==> src/rtl/smb_pkg.sv <==
package smb_pkg;
  localparam int BYTE_W = 8;

  typedef enum logic [2:0] {
    ST_IDLE,
    ST_RX,
    ST_RXACK,
    ST_TX,
    ST_TXACK,
    ST_HOLD
  } smb_state_e;

  typedef enum logic [1:0] {
    RL_ADDR,
    RL_INDEX,
    RL_COUNT,
    RL_DATA
  } smb_role_e;
endpackage

==> src/rtl/smb_line_sync.sv <==
module smb_line_sync #(
  parameter int SYNC = 2
) (
  input  logic clk,
  input  logic rst,
  input  logic scl_in,
  input  logic sda_in,
  output logic sda_s,
  output logic scl_rise,
  output logic scl_fall,
  output logic start_det,
  output logic stop_det
);
  logic [SYNC-1:0] scl_q, sda_q;
  logic            scl_p, sda_p;
  logic            scl_s;

  always_ff @(posedge clk) begin
    if (rst) begin
      scl_q <= '1;
      sda_q <= '1;
      scl_p <= 1'b1;
      sda_p <= 1'b1;
    end else begin
      scl_q <= {scl_q[SYNC-2:0], scl_in};
      sda_q <= {sda_q[SYNC-2:0], sda_in};
      scl_p <= scl_q[SYNC-1];
      sda_p <= sda_q[SYNC-1];
    end
  end

  assign scl_s     = scl_q[SYNC-1];
  assign sda_s     = sda_q[SYNC-1];
  assign scl_rise  = scl_s & ~scl_p;
  assign scl_fall  = ~scl_s & scl_p;
  // SDA edges count as conditions only while SCL stays high across both samples.
  assign start_det = scl_s & scl_p & sda_p & ~sda_s;
  assign stop_det  = scl_s & scl_p & ~sda_p & sda_s;
endmodule

==> src/rtl/smb_reg_bank.sv <==
module smb_reg_bank #(
  parameter int REGS    = 16,
  parameter int CNT_IDX = REGS - 1,
  localparam int AW     = $clog2(REGS),
  localparam int DW     = smb_pkg::BYTE_W
) (
  input  logic          clk,
  input  logic          rst,
  input  logic          bus_we,
  input  logic [AW-1:0] bus_idx,
  input  logic [DW-1:0] bus_wdata,
  input  logic [AW-1:0] ptr_idx,
  output logic [DW-1:0] ptr_rdata,
  output logic [DW-1:0] cnt_rdata,
  input  logic          par_we,
  input  logic [AW-1:0] par_addr,
  input  logic [DW-1:0] par_wdata,
  output logic [DW-1:0] par_rdata
);
  logic [DW-1:0] mem [REGS];

  always_ff @(posedge clk) begin
    if (rst) begin
      for (int i = 0; i < REGS; i++) mem[i] <= '0;
    end else if (bus_we) begin
      mem[bus_idx] <= bus_wdata;
    end else if (par_we) begin
      mem[par_addr] <= par_wdata;
    end
  end

  always_ff @(posedge clk) begin
    if (rst) par_rdata <= '0;
    else     par_rdata <= mem[par_addr];
  end

  assign ptr_rdata = mem[ptr_idx];
  assign cnt_rdata = mem[CNT_IDX];
endmodule

==> src/rtl/smb_proto_fsm.sv <==
module smb_proto_fsm
  import smb_pkg::*;
#(
  parameter int          REGS    = 16,
  parameter logic [7:0]  WR_ADDR = 8'hD2,
  parameter logic [7:0]  RD_ADDR = 8'hD3,
  localparam int         AW      = $clog2(REGS),
  localparam int         DW      = BYTE_W
) (
  input  logic          clk,
  input  logic          rst,
  input  logic          sda_s,
  input  logic          scl_rise,
  input  logic          scl_fall,
  input  logic          start_det,
  input  logic          stop_det,
  input  logic [DW-1:0] ptr_rdata,
  input  logic [DW-1:0] cnt_rdata,
  output logic          sda_oe,
  output logic          bus_we,
  output logic [AW-1:0] bus_idx,
  output logic [DW-1:0] bus_wdata,
  output logic [AW-1:0] ptr_idx
);
  smb_state_e    state;
  smb_role_e     role;
  logic [3:0]    bitcnt;
  logic [DW-1:0] sreg;
  logic [DW-1:0] remain;
  logic          go_tx;
  logic          host_ack;

  always_ff @(posedge clk) begin
    if (rst) begin
      state     <= ST_IDLE;
      role      <= RL_ADDR;
      bitcnt    <= '0;
      sreg      <= '0;
      remain    <= '0;
      go_tx     <= 1'b0;
      host_ack  <= 1'b0;
      sda_oe    <= 1'b0;
      bus_we    <= 1'b0;
      bus_idx   <= '0;
      bus_wdata <= '0;
      ptr_idx   <= '0;
    end else begin
      bus_we <= 1'b0;
      if (start_det) begin
        state  <= ST_RX;
        role   <= RL_ADDR;
        bitcnt <= '0;
        sda_oe <= 1'b0;
      end else if (stop_det) begin
        state  <= ST_IDLE;
        sda_oe <= 1'b0;
      end else begin
        unique case (state)
          ST_RX: begin
            if (scl_rise && bitcnt != 4'd8) begin
              sreg   <= {sreg[DW-2:0], sda_s};
              bitcnt <= bitcnt + 4'd1;
            end else if (scl_fall && bitcnt == 4'd8) begin
              bitcnt <= '0;
              go_tx  <= 1'b0;
              unique case (role)
                RL_ADDR: begin
                  if (sreg == WR_ADDR) begin
                    role   <= RL_INDEX;
                    sda_oe <= 1'b1;
                    state  <= ST_RXACK;
                  end else if (sreg == RD_ADDR) begin
                    go_tx  <= 1'b1;
                    sda_oe <= 1'b1;
                    state  <= ST_RXACK;
                  end else begin
                    state  <= ST_HOLD;
                  end
                end
                RL_INDEX: begin
                  ptr_idx <= sreg[AW-1:0];
                  role    <= RL_COUNT;
                  sda_oe  <= 1'b1;
                  state   <= ST_RXACK;
                end
                RL_COUNT: begin
                  remain <= sreg;
                  role   <= RL_DATA;
                  sda_oe <= 1'b1;
                  state  <= ST_RXACK;
                end
                RL_DATA: begin
                  if (remain != '0) begin
                    bus_we    <= 1'b1;
                    bus_idx   <= ptr_idx;
                    bus_wdata <= sreg;
                    ptr_idx   <= ptr_idx + 1'b1;
                    remain    <= remain - 1'b1;
                    sda_oe    <= 1'b1;
                    state     <= ST_RXACK;
                  end else begin
                    state <= ST_HOLD;
                  end
                end
                default: state <= ST_HOLD;
              endcase
            end
          end
          ST_RXACK: begin
            if (scl_fall) begin
              bitcnt <= '0;
              if (go_tx) begin
                sreg   <= cnt_rdata;
                sda_oe <= ~cnt_rdata[DW-1];
                state  <= ST_TX;
              end else begin
                sda_oe <= 1'b0;
                state  <= ST_RX;
              end
            end
          end
          ST_TX: begin
            if (scl_rise) begin
              bitcnt <= bitcnt + 4'd1;
            end else if (scl_fall) begin
              if (bitcnt == 4'd8) begin
                sda_oe <= 1'b0;
                state  <= ST_TXACK;
              end else begin
                sreg   <= {sreg[DW-2:0], 1'b0};
                sda_oe <= ~sreg[DW-2];
              end
            end
          end
          ST_TXACK: begin
            if (scl_rise) begin
              host_ack <= ~sda_s;
            end else if (scl_fall) begin
              if (host_ack) begin
                sreg    <= ptr_rdata;
                sda_oe  <= ~ptr_rdata[DW-1];
                ptr_idx <= ptr_idx + 1'b1;
                bitcnt  <= '0;
                state   <= ST_TX;
              end else begin
                state <= ST_HOLD;
              end
            end
          end
          default: ;
        endcase
      end
    end
  end
endmodule

==> src/rtl/smb_idx_slave.sv <==
module smb_idx_slave #(
  parameter int         REGS        = 16,
  parameter logic [7:0] WR_ADDR     = 8'hD2,
  parameter logic [7:0] RD_ADDR     = 8'hD3,
  parameter int         SYNC_STAGES = 2,
  localparam int        AW          = $clog2(REGS),
  localparam int        DW          = smb_pkg::BYTE_W
) (
  input  logic          clk,
  input  logic          rst,
  input  logic          scl_in,
  input  logic          sda_in,
  output logic          sda_oe,
  input  logic          reg_we,
  input  logic [AW-1:0] reg_addr,
  input  logic [DW-1:0] reg_wdata,
  output logic [DW-1:0] reg_rdata
);
  logic          sda_s, scl_rise, scl_fall, start_det, stop_det;
  logic          bus_we;
  logic [AW-1:0] bus_idx, ptr_idx;
  logic [DW-1:0] bus_wdata, ptr_rdata, cnt_rdata;

  smb_line_sync #(.SYNC(SYNC_STAGES)) u_sync (
    .clk(clk), .rst(rst), .scl_in(scl_in), .sda_in(sda_in),
    .sda_s(sda_s), .scl_rise(scl_rise), .scl_fall(scl_fall),
    .start_det(start_det), .stop_det(stop_det)
  );

  smb_proto_fsm #(.REGS(REGS), .WR_ADDR(WR_ADDR), .RD_ADDR(RD_ADDR)) u_fsm (
    .clk(clk), .rst(rst), .sda_s(sda_s), .scl_rise(scl_rise),
    .scl_fall(scl_fall), .start_det(start_det), .stop_det(stop_det),
    .ptr_rdata(ptr_rdata), .cnt_rdata(cnt_rdata), .sda_oe(sda_oe),
    .bus_we(bus_we), .bus_idx(bus_idx), .bus_wdata(bus_wdata),
    .ptr_idx(ptr_idx)
  );

  smb_reg_bank #(.REGS(REGS), .CNT_IDX(REGS - 1)) u_bank (
    .clk(clk), .rst(rst), .bus_we(bus_we), .bus_idx(bus_idx),
    .bus_wdata(bus_wdata), .ptr_idx(ptr_idx), .ptr_rdata(ptr_rdata),
    .cnt_rdata(cnt_rdata), .par_we(reg_we), .par_addr(reg_addr),
    .par_wdata(reg_wdata), .par_rdata(reg_rdata)
  );
endmodule

==> config.mk <==
export PLATFORM = sky130hd
export DESIGN_NAME = smb_idx_slave
export DESIGN_NICKNAME = d
export VERILOG_FILES = /design/src/rtl/smb_pkg.sv /design/src/rtl/smb_line_sync.sv /design/src/rtl/smb_reg_bank.sv /design/src/rtl/smb_proto_fsm.sv /design/src/rtl/smb_idx_slave.sv
export SDC_FILE = /design/constraint.sdc
export NUM_CORES = 1
export LEC_CHECK = 0
export BUFFER_PORTS_ARGS = -buffer_cell sky130_fd_sc_hd__buf_2
export CORE_MARGIN = 4
export CORE_UTILIZATION = 59
export CTS_CLUSTER_SIZE = 20
export DETAILED_ROUTE_END_ITERATION = 10
export PLACE_DENSITY = 0.72
export SYNTH_ARGS = -nofsm -noshare
export SYNTH_HDL_FRONTEND = slang
export SYNTH_SLANG_ARGS = --single-unit
export TNS_END_PERCENT = 1
==> constraint.sdc <==
create_clock -name clk -period 2.8 [get_ports clk]
set_clock_uncertainty 0.1 [all_clocks]
set_input_delay 0.56 -clock clk [delete_from_list [all_inputs] [get_ports clk]]
set_output_delay 0.56 -clock clk [all_outputs]
set_load 0.05 [all_outputs]
---- Yosys cells after proc, flatten, opt, wreduce, memory -nomap -nowiden ----
Memories as Yosys holds them, arrays and structs flattened. A register that Yosys moved wholly into a read port is not among the register bits.
Index checks and enable logic that the tools add are counted.
operators by class
  multiply operators ...................... 0
  div/mod/pow operators ................... 0
  add/subtract/negate cells ............... 3
  multiplexer cells ....................... 83
  order comparisons ....................... 0
  bitwise operators ....................... 20
  eq/ne operators ......................... 38
  reduce and logical (&&, ||, !) cells .... 26
  shifts and indexed selects .............. 0
operators with widths
  cell                                                              number
  8-bit 2-to-1 mux                                                  12
  4-bit 2-to-1 mux                                                  17
  3-bit 2-to-1 mux                                                  12
  8-bit case mux with 4 select lines                                1
  1-bit 2-to-1 mux                                                  30
  2-bit by 1-bit != test with 1-bit output (second input constant)  11
  4-bit by 3-bit != test with 1-bit output (second input constant)  5
  9-bit AND reduction                                               2
  8-bit equality test (second input constant)                       2
  4-bit != test (second input constant)                             4
  4-bit case mux with 2 select lines                                2
  4-bit case mux with 4 select lines                                1
  8-bit case mux with 2 select lines                                1
  8-bit OR reduction                                                2
  7-bit AND reduction                                               2
  1-bit NOT                                                         13
  3-bit case mux with 4 select lines                                1
  12-bit AND reduction                                              1
  11-bit AND reduction                                              1
  10-bit AND reduction                                              1
  3-bit case mux with 3 select lines                                1
  4-bit by 1-bit adder with 4-bit output (second input constant)    2
  2-bit != test (second input constant)                             4
  8-bit AND reduction                                               1
  other kinds (28)                                                  41
storage, ports and cells
  latch bits .............................. 0
  word-level logic and storage cells ...... 188
  ROM bits ................................ 0
  bits of input ports ..................... 17
  register bits ........................... 51
  memories ................................ 1
  bits in writable memories ............... 128
  output and inout port bits .............. 9
memories
  memory      words  width  read ports  clocked after memory_dff  wr ports  line                text
  u_bank.mem  16     8      3           2                         16        smb_reg_bank.sv:20  logic [DW-1:0] mem [REGS];

---- Longest topological paths before layout ----
  depth in word-level cells ............... 9
  mapped depth ............................ 10
  gate-level depth less buffers ........... 7

---- Modules after synthesis ----
A second synthesis with hierarchy kept.
unflattened totals
  cell total of the unflattened synthesis .. 882
  area total of the unflattened synthesis .. 10385.0 µm²
modules (own cells, without submodules)
  module         times used  cells each  area an instance (µm²)
  smb_reg_bank   1           507         7289.5
  smb_proto_fsm  1           359         2905.3
  smb_line_sync  1           16          190.2

---- Least setup slack after synthesis ----
OpenSTA, ideal clock, no wires.
  path kind ............................... input to register
  start ................................... input reg_addr[3]
  end ..................................... memory u_bank.mem[4][0] (netlist name) (enable)
  arrival ................................. 2.048 ns
  setup slack ............................. 0.318 ns
  buffers on the path ..................... 2
  stages on the path ...................... 7
  cell sequence ........................... buf_2 or3b_2 a21oi_1 nor2b_1 clkbuf_1 nand2_1 nand2b_1
RTL lines
  what                line                 text
  start: declaration  smb_idx_slave.sv:15  input logic [AW-1:0] reg_addr,
  end: declaration    smb_reg_bank.sv:20

---- Final worst setup path ----
  start ................................... register u_fsm.bitcnt[0]
  end ..................................... register u_fsm.remain[0]
on the way
  longest elaborated chain between the ends .. 4
  elaborated cells on any way between the ends .. 6
RTL lines
  what                             line                  text
  start: declaration               smb_proto_fsm.sv:27   logic [3:0] bitcnt;
  start signal: assignment         smb_proto_fsm.sv:62   bitcnt <= bitcnt + 4'd1;
  start signal: assignment         smb_proto_fsm.sv:124  bitcnt <= bitcnt + 4'd1;
  4-bit != test                    smb_proto_fsm.sv:60   if (scl_rise && bitcnt != 4'd8) begin
  1-bit logical AND                smb_proto_fsm.sv:60
  1-bit NOT (no line)              -
  7-bit AND reduction (no line) *  -
  end signal: assignment           smb_proto_fsm.sv:87   remain <= sreg;
  end signal: assignment           smb_proto_fsm.sv:98   remain <= remain - 1'b1;
  end: declaration                 smb_proto_fsm.sv:29   logic [DW-1:0] remain;
Mark *: on every way between the ends. The rest lies on a longest branch, timed or not.
A chain may end at the register's enable or synchronous reset.

==> flow_summary_export.csv <==
group,metric,value,unit
run_status,status,"finished clean",
critical_path,arrival,2.70,ns
timing,rsz0062_at_grt,"no",
flow_run,maxCapViolations,0,
global_route,grt_pass1_wl,41.2,mm
critical_path,worstPathMaxFanout,14,
cells_and_area,fillers,1199,
pwr,p_leak,0.00374,uW
floorplan,start_util,0.602,
yosys,synth_common_cells,"173 x nor2_1, 128 x edfxtp_1, 70 x mux4_2, 63 x dfxtp_1, 34 x clkbuf_1",
critical_path,crit_slowest_cell,"or3_1",
timing,worst_pin_slew,0.881,ns
clock_tree,clk_pin_slew,0.08,ns
clock_tree,cts_buffer_depth,2,
yosys,netlist_instances,833,
cells_and_area,antennaDiodeCount,0,
worst_hold_path,hold_path_class,"input pin to flop",
yosys,synth_most_common_cell,"nor2_1",
yosys,avgSynthCellArea,12.0,um2
drt,drc_errors,0,
critical_path,crit_path_max_incr_delay,0.48,ns
clock_tree,htree_levels,4,
drt,drtPass1Iterations,6,
yosys,synthArstFlopShare,0,
clock_tree,insertion_delay,0.45,ns
pwr,finalPower,6080,uW
drt,num_vias,7310,
floorplan,dieArea,0.0191,mm2
clock_tree,cts_resized,0,
floorplan,fp.coreArea,0.0166,mm2
yosys,synth_top_flop_cell,"edfxtp_1",
critical_path,reg2reg_depth,7,
timing,final_hold_viol_count,0,
pwr,pwr_density_cell,547,mW/mm2
drt,drtIter0Drc,915,
critical_path,crit_required,3.07,ns
yosys,yosys.area.top_type_share,0.385,
critical_path,cp_num_buf_inv,1,
yosys,yosys.area.top_type,"edfxtp_1",
floorplan,rows,47,
critical_path,worst-path-stages,7,
clock_tree,clock-sinks,191,
cells_and_area,areaGrowthSynthToFinish,11.4,%
timing,min_period_over_period,0.869,
clock_tree,numCtsBuffers,17,
clock_tree,cts_setup_buffers,0,
global_route,antenna_found_initial,0,
global_route,grt_pass1_vias,7025,
floorplan,die-width,138,um
critical_path,critPathKind,"flop to flop",
timing,setup_violations,0,
yosys,synth_warnings,0,
worst_hold_path,hold_depth,2,
drt,antenna_left,0,
yosys,synth_area,0.00999,mm2
placed_design,place.gp.congestion,0.931,
pwr,ir_drop,0.000666,V
global_route,grt_max_degree,58,
yosys,syn-num-nets,861,
floorplan,die_y,138,um
yosys,synth-edff-count,128,
timing,drv_slew,0,
yosys,synthDistinctLibCells,73,
floorplan,io_pins,26,
cells_and_area,finalNetCount,898,
critical_path,critical_path.endpoint_type,"flop",
timing,timing.fmax,411,MHz
yosys,netlist_top_cells_area,"edfxtp_1 38%, mux4_2 16%, dfxtp_1 13%",
drt,routedWlPerCell,24.4,um
cells_and_area,drive_above_1_share,0.236,
cells_and_area,layout.cells.non_filler,1103,
placed_design,dp.cells,1071,
placed_design,io_buffers,25,
yosys,seq_area_frac_synth,0.511,
clock_tree,hold_buffers,0,
clock_tree,cts_root_buffer,"clkbuf_16",
global_route,globalRouteOverflowTotal,0,
critical_path,critPathLaunchType,"flop",
critical_path,path_delay_family,"simple AND/OR/NAND/NOR gates",
global_route,grt_usage,0.282,
timing,slew_headroom,0.410,
clock_tree,cts_tree,"yes",
yosys,synth_seq_cells,191,
drt,wirelength,26.9,mm
critical_path,crit_chain,"inv_1, ha_1, nand3b_1, nor3_4, o211ai_1, or3_1, a21oi_1",
placed_design,hpwl,19.1,mm
drt,via_per_inst,6.63,
timing,period_minus_slack,2.43,ns
timing,tns,0,ns
placed cells by master (no fill, tap or decap), types with 3 or more instances in the layout:
| cell | n |
|---|---|
| or2_2 | 8 |
| ha_1 | 11 |
| nand3b_1 | 6 |
| nor2b_1 | 19 |
| buf_4 | 52 |
| inv_8 | 5 |
| a21oi_1 | 24 |
| o21ai_0 | 17 |
| inv_6 | 3 |
| nor3b_1 | 4 |
| a21o_1 | 4 |
| a311oi_1 | 9 |
| mux2i_1 | 30 |
| nor2_1 | 173 |
| or3_1 | 5 |
| nor3_1 | 4 |
| o21ai_1 | 3 |
| inv_1 | 12 |
| edfxtp_1 | 128 |
| mux4_2 | 70 |
| nor3b_2 | 3 |
| o22ai_1 | 4 |
| nand3_1 | 20 |
| dfxtp_1 | 62 |
| buf_2 | 25 |
| nand2_1 | 29 |
| nand2b_1 | 32 |
| a31oi_1 | 9 |
| and2_1 | 5 |
| and3_1 | 6 |
| a22oi_1 | 15 |
| a22o_1 | 8 |
| clkbuf_16 | 17 |
cell type report:
type                       instances  area [um2]  share of cell area
sequential                       191        5110               0.459
clock inverter                    15         159              0.0143
tap                              220         275              0.0248
timing repair buffer              79         556              0.0500
clock buffer                      17         425              0.0383
inverter                          13        48.8             0.00439
multi-input combinational        568        4550               0.409
metrics by stage:
stage,instance area [um2],hold WS (ns),utilization,setup WS [ns]
6_report,11100,0.207,0.671,0.367
5_1_grt,11100,0.196,0.671,0.194
4_1_cts,11100,0.200,0.671,0.365
3_5_place_dp,10500,0.308,0.635,0.262
3_3_place_gp,10500,0.302,0.635,0.275
2_1_floorplan,9990,0.289,-,0.318
power by group:
group	switching [uW]	internal, uW
sequential	83.6	3090
combinational	282	213
clock	1210	1200
per-layer routing:
| metal | GRT usage | vias to the layer above | routed length, um |
|---|---|---|---|
| met5 | 0 | - | 23 |
| met1 | 0.367 | 3621 | 10200 |
| li1 | - | 3188 | - |
| met3 | 0.0798 | 71 | 2630 |
| met4 | 0.114 | 2 | 1090 |
| met2 | 0.452 | 428 | 12900 |
sequential cells by signal (all words and copies together), names as in the netlist, 2 cells and up, named ones only:
register / count
u_bank.mem: 128
u_fsm.bus_wdata: 8
u_fsm.remain: 8
u_fsm.state: 3
u_fsm.bitcnt: 4
u_sync.scl_q: 2
u_fsm.bus_idx: 4
u_sync.sda_q: 2
u_fsm.ptr_idx: 4
u_fsm.role: 2
u_fsm.sreg: 8
u_bank.par_rdata: 8
cells by family after synthesis:
kind of cell / count (synthesis) / synth area share
compound gates: 119 / 0.0848
xor+xnor: 2 / 0.00175
fa+ha+maj: 11 / 0.0138
buf+inv: 74 / 0.0331
flops: 191 / 0.511
mux: 102 / 0.190
simple gates: 334 / 0.165
worst paths after layout:
kind                                start                      endpoint  slack [ns]
min reg2reg    u_sync.scl_q[0]$_SDFF_PP1_    u_sync.scl_q[1]$_SDFF_PP1_        0.31
max reg2reg  u_fsm.bitcnt[0]$_SDFFE_PP0P_  u_fsm.remain[0]$_SDFFE_PP0P_        0.37
max          u_fsm.bitcnt[0]$_SDFFE_PP0P_  u_fsm.remain[0]$_SDFFE_PP0P_        0.37
min                                scl_in    u_sync.scl_q[0]$_SDFF_PP1_        0.21
(Power assumes the default switching activity.)
